### src/rtl/cosgen_pkg.sv
package cosgen_pkg;

    localparam int ACC_W  = 16;
    localparam int LUT_AW = 8;
    localparam int SMP_W  = 8;
    localparam int DIV_W  = 3;
    localparam int SCL_W  = 2;

    typedef enum logic {
        PH_0   = 1'b0,
        PH_180 = 1'b1
    } phase_e;

    typedef struct packed {
        logic [SCL_W-1:0]        shift;
        phase_e                  ph;
        logic signed [SMP_W-1:0] off;
    } shape_cfg_t;

    // Rounded cosine sample, half away from zero; used only at elaboration.
    function automatic int cos_entry(int idx, int aw, int amp);
        real ang;
        real v;
        ang = 2.0 * 3.14159265358979323846 * real'(idx) / real'(2 ** aw);
        v   = real'(amp) * $cos(ang);
        if (v >= 0.0) return $rtoi(v + 0.5);
        else          return -$rtoi(0.5 - v);
    endfunction

endpackage

### src/rtl/cosgen_tick_div.sv
module cosgen_tick_div #(
    parameter int DIV_W = 3
) (
    input  logic             clk,
    input  logic             rst,
    input  logic             run,
    input  logic [DIV_W-1:0] div_sel,
    output logic             tick
);

    logic [DIV_W-1:0] cnt_q;

    assign tick = run && (cnt_q == div_sel);

    always_ff @(posedge clk) begin
        if (rst || !run) begin
            cnt_q <= '0;
        end else if (tick) begin
            cnt_q <= '0;
        end else begin
            cnt_q <= cnt_q + 1'b1;
        end
    end

endmodule

### src/rtl/cosgen_phase_acc.sv
module cosgen_phase_acc #(
    parameter int ACC_W = 16
) (
    input  logic             clk,
    input  logic             rst,
    input  logic             clr,
    input  logic             adv,
    input  logic [ACC_W-1:0] step,
    output logic [ACC_W-1:0] phase
);

    logic [ACC_W-1:0] acc_q;

    always_ff @(posedge clk) begin
        if (rst || clr) begin
            acc_q <= '0;
        end else if (adv) begin
            acc_q <= acc_q + step;
        end
    end

    assign phase = acc_q;

endmodule

### src/rtl/cosgen_cos_rom.sv
module cosgen_cos_rom
    import cosgen_pkg::*;
#(
    parameter int AW = 8,
    parameter int W  = 8
) (
    input  logic [AW-1:0]       idx,
    output logic signed [W-1:0] smp
);

    localparam int DEPTH = 2 ** AW;
    localparam int AMP   = (2 ** (W - 1)) - 1;

    logic signed [W-1:0] rom [DEPTH];

    for (genvar g = 0; g < DEPTH; g++) begin : g_ent
        localparam logic signed [W-1:0] ENTRY = W'(cos_entry(g, AW, AMP));
        assign rom[g] = ENTRY;
    end

    assign smp = rom[idx];

endmodule

### src/rtl/cosgen_shaper.sv
module cosgen_shaper
    import cosgen_pkg::*;
#(
    parameter int W  = 8,
    parameter int SW = 2
) (
    input  logic signed [W-1:0] smp,
    input  logic [SW-1:0]       shift,
    input  phase_e              ph,
    input  logic signed [W-1:0] off,
    output logic [W-1:0]        code
);

    localparam logic signed [W:0] HI = (W+1)'((2 ** (W - 1)) - 1);
    localparam logic signed [W:0] LO = -(W+1)'(2 ** (W - 1));

    logic signed [W-1:0] s_ph;
    logic signed [W-1:0] s_sc;
    logic signed [W:0]   s_sum;
    logic signed [W-1:0] s_sat;

    always_comb begin
        s_ph  = (ph == PH_180) ? -smp : smp;
        s_sc  = s_ph >>> shift;
        s_sum = {s_sc[W-1], s_sc} + {off[W-1], off};
        if (s_sum > HI) begin
            s_sat = HI[W-1:0];
        end else if (s_sum < LO) begin
            s_sat = LO[W-1:0];
        end else begin
            s_sat = s_sum[W-1:0];
        end
        code = {~s_sat[W-1], s_sat[W-2:0]};
    end

endmodule

### src/rtl/cosgen_top.sv
module cosgen_top
    import cosgen_pkg::*;
#(
    parameter int ACC_BITS = ACC_W,
    parameter int IDX_BITS = LUT_AW,
    parameter int DIV_BITS = DIV_W
) (
    input  logic                clk,
    input  logic                rst,
    input  logic                enable,
    input  logic [ACC_BITS-1:0] freq_step,
    input  logic [DIV_BITS-1:0] div_sel,
    input  logic [SCL_W-1:0]    scale_sel,
    input  logic                phase_inv,
    input  logic [SMP_W-1:0]    dc_offset,
    output logic [SMP_W-1:0]    dac_code,
    output logic                dac_valid
);

    localparam logic [SMP_W-1:0] MID_CODE = SMP_W'(2 ** (SMP_W - 1));

    logic                    tick;
    logic [ACC_BITS-1:0]     phase;
    logic signed [SMP_W-1:0] rom_smp;
    logic signed [SMP_W-1:0] shp_in;
    logic [SMP_W-1:0]        shp_code;
    shape_cfg_t              cfg;
    logic [SMP_W-1:0]        code_q;
    logic                    valid_q;

    cosgen_tick_div #(.DIV_W(DIV_BITS)) u_div (
        .clk     (clk),
        .rst     (rst),
        .run     (enable),
        .div_sel (div_sel),
        .tick    (tick)
    );

    cosgen_phase_acc #(.ACC_W(ACC_BITS)) u_acc (
        .clk   (clk),
        .rst   (rst),
        .clr   (!enable),
        .adv   (tick),
        .step  (freq_step),
        .phase (phase)
    );

    cosgen_cos_rom #(.AW(IDX_BITS), .W(SMP_W)) u_rom (
        .idx (phase[ACC_BITS-1 -: IDX_BITS]),
        .smp (rom_smp)
    );

    always_comb begin
        cfg.shift = scale_sel;
        cfg.ph    = phase_inv ? PH_180 : PH_0;
        cfg.off   = $signed(dc_offset);
        shp_in    = enable ? rom_smp : '0;
    end

    cosgen_shaper #(.W(SMP_W), .SW(SCL_W)) u_shp (
        .smp   (shp_in),
        .shift (cfg.shift),
        .ph    (cfg.ph),
        .off   (cfg.off),
        .code  (shp_code)
    );

    always_ff @(posedge clk) begin
        if (rst) begin
            code_q  <= MID_CODE;
            valid_q <= 1'b0;
        end else if (!enable) begin
            code_q  <= shp_code;
            valid_q <= 1'b0;
        end else begin
            valid_q <= tick;
            if (tick) begin
                code_q <= shp_code;
            end
        end
    end

    assign dac_code  = code_q;
    assign dac_valid = valid_q;

endmodule

### config.mk
export PLATFORM = sky130hd
export DESIGN_NAME = cosgen_top
export DESIGN_NICKNAME = d
export VERILOG_FILES = /design/src/rtl/cosgen_pkg.sv /design/src/rtl/cosgen_tick_div.sv /design/src/rtl/cosgen_phase_acc.sv /design/src/rtl/cosgen_cos_rom.sv /design/src/rtl/cosgen_shaper.sv /design/src/rtl/cosgen_top.sv
export SDC_FILE = /design/constraint.sdc
export NUM_CORES = 1
export LEC_CHECK = 0
export BUFFER_PORTS_ARGS = -buffer_cell sky130_fd_sc_hd__buf_4
export CORE_UTILIZATION = 56
export DETAILED_ROUTE_END_ITERATION = 16
export PLACE_DENSITY_LB_ADDON = 0.15
export SKIP_CTS_REPAIR_TIMING = 1
export SYNTH_ARGS = -nofsm -noshare
export SYNTH_HDL_FRONTEND = slang
export SYNTH_SLANG_ARGS = --single-unit
export TNS_END_PERCENT = 1
### constraint.sdc
create_clock -name clk -period 7.3 [get_ports clk]
set_clock_uncertainty 0.1 [all_clocks]
set_input_delay 1.095 -clock clk [delete_from_list [all_inputs] [get_ports clk]]
set_output_delay 1.095 -clock clk [all_outputs]
set_load 0.01 [all_outputs]
==> metrics.yaml <==
route:
  wirelength_microns: 14100
  first_pass_iters: 5
  drc: 0
  ant_nets: 0
  routedWlPerCell_microns: 18.2
  via_per_inst: 6.83
  drt_iter0_drc: 600
  vias: 5278
timing:
  min_period_ps: 6520
  maxSlewViolCount: 0
  slew_headroom_pct: 32.1
  tightest_slew_ps: 1020
  hold_viol: 0
  timing.hold.ws_ps: 363
  period_share_pct: 89.3
  rsz0062_at_grt: "no"
  fin_tns_setup_ps: 0
  finalSetupViolCount: 0
  fmax_ghz: 0.153
cells_and_area:
  final_cell_mix: "61 x nand2_1, 50 x a21oi_1, 49 x buf_4"
  finalInstanceArea_sq_um: 5100
  multi_input_area_sq_um: 3870
  diodes: 0
  area_growth_pct: 6.26
  fin_util_pct: 61.7
  drive_gt1_share_pct: 11.1
  nFillCells: 760
  nNetsFinal: 739
  mostFrequentLayoutCell: "nand2_1"
  seq_area_sq_um: 564
worst_setup_path:
  crit_end: "dac_code[6]"
  timing.rr.end: "dac_code[6]"
  worstSetupStartpoint: "u_acc.phase[8]"
  reg2reg_slack_ps: 780
  path_max_fanout: 26
  cp-start-kind: "flop"
  worst_setup_path_end_kind: "flop"
  worstPathArrival_ps: 6620
  r2r_start: "u_acc.phase[8]"
  crit_required_ps: 7400
  critical_path_class: "flop to flop"
  ff2ff_path_depth: 24
grt:
  gr-usage-met1_pct: 43.7
  grt_pass1_wl_microns: 22900
  grt_util_met2_pct: 50.4
  grt_max_degree: 66
  antenna_found_initial: 0
  use_met3_pct: 3.78
  grt.total_usage_pct: 31.8
  overflow: 0
  grt_pass1_vias: 4743
  busiest_layer: "met2"
cts:
  cts_sinks: 28
  h-tree-depth: 1
  cts-buffers-inserted: 3
  clk_pin_slew_ps: 100
  cts_tree: "built"
  cts_buffer_depth: 2
  clock_latency_ps: 280
  root_buffer: "clkbuf_8"
yosys:
  avgSynthCellArea_sq_um: 7.14
  syn_nets: 742
  synth_area_sq_um: 4800
  synthFlopType: "dfxtp_1"
  async_reset_ff_share_pct: 0
  yosys_warnings: 0
  ys_types: 80
  synth_edf_count: 0
  ys_top_cells_by_area: "dfxtp_1 12%, ha_1 9.1%, a21oi_1 5.2%"
  synth-seq-cells: 28
  ys_seq_area_share_pct: 11.7
  yosysTopAreaCell: "dfxtp_1"
  netlist_instances: 672
  synth_top_area_share_pct: 11.7
floorplan:
  pin_count: 42
  die_h_microns: 94.6
  dieArea_sq_um: 8940
  die_w_microns: 94.6
  core_sq_um: 8260
  rows: 33
  start_util_pct: 58.1
placement:
  placed_area_sq_um: 5030
  port_buffers: 41
  hpwl_microns: 9840
  gp_congestion: 0.919
worst_hold_path:
  hp-class: "flop to flop"
  min_from: "u_acc.phase[7]"
power:
  ir_drop_mv: 0.116
  powerDensity_nw_per_um2: 104
  p_leak_nw: 1.91
job:
  maxCapViolations: 0
run_status:
  status: "completed"
-- logic make-up (layout without fill, tap and decap cells) --
family | count (synthesis) | count (layout) | share of synthesized area [%]
compound gates | 238 | 238 | 34.8
xor+xnor | 22 | 22 | 4.02
fa+ha+maj | 44 | 44 | 11.4
buf+inv | 83 | 79 | 7.74
flops | 28 | 28 | 11.7
mux | 21 | 21 | 5.03
simple gates | 236 | 236 | 25.3
-- final cells by class --
class	instances	area share [%]
inverters	26	1.91
repair buffers	49	7.21
clock buffers	3	0.810
multi-input cells	561	75.8
well taps	105	2.58
flip-flops and latches	28	11.1
clock inverters	1	0.589
-- metrics by stage --
step | cells | setup slack [ps] | power (W)
2_1_floorplan | 672 | 1620 | 0.000339
3_3_place_gp | 769 | 1170 | 0.000396
3_5_place_dp | 769 | 899 | 0.000401
4_1_cts | 773 | 835 | 0.000527
5_1_grt | 773 | 66.4 | 0.000561
6_report | 773 | 783 | 0.000529
-- routing by layer --
layer  wire [microns]  vias to the layer above
met3             1190                       45
met2             6370                      280
met5                0                        -
met1             6040                     2449
li1                 -                     2504
met4              451                        0
-- worst max-delay path, cell delays in order, from the launching register on --
cell and delay (ps):
dfxtp_1 720, inv_1 320, ha_1 600, nor3_1 500
a2111oi_0 130, a311oi_1 300, nand3_1 180, o21ai_0 250
ha_1 300, nor2_1 80, xnor2_1 250, a211oi_1 120
a311oi_1 250, ha_1 220, inv_1 50, fa_1 400
nor2b_1 120, o21ai_0 110, a21oi_1 190, o21ai_0 110
nand2b_1 130, nand2_1 60, a31o_2 290, maj3_1 370
a211oi_1 260
-- how the worst min path moves through the flow --
| stage | slack (ps) | cells past startpoint | to |
|---|---|---|---|
| 6_report | 360 | 2 | u_acc.phase[7] |
| 5_1_grt | 390 | 2 | u_acc.phase[2] |
| 4_1_cts | 370 | 2 | u_acc.phase[2] |
| 3_5_place_dp | 350 | 2 | u_acc.phase[2] |
| 3_3_place_gp | 340 | 2 | u_acc.phase[3] |
| 2_1_floorplan | 340 | 2 | u_acc.phase[4] |
-- where the power goes --
part | internal, W | switching [W]
Clock | 0.0000736 | 0.0000527
Combinational | 0.000103 | 0.000127
Sequential | 0.000163 | 0.0000106
-- flip-flops by register name, summed over array words and instances (netlist names) --
| register | flops |
|---|---|
| dac_valid | 1 |
| u_div.cnt_q | 3 |
| dac_code | 8 |
| u_acc.phase | 16 |
-- cell usage after synthesis, types with 7 or more instances --
master and instances:
nor2_1 43, o21ai_0 43, nand3_1 17, a21o_1 11, o311ai_0 8, mux2i_1 14, a21oi_1 50, buf_2 18
ha_1 35, o21a_1 7, xnor2_1 18, nor2b_1 25, nand2b_1 23, maj3_1 7, clkbuf_1 28, inv_1 22
o211ai_1 10, dfxtp_1 28, a211oi_1 18, nand2_1 61, a31oi_1 8, nor3b_1 7, o221ai_1 7, nor3_1 18
Note: power is estimated with default switching activity, not from simulation.
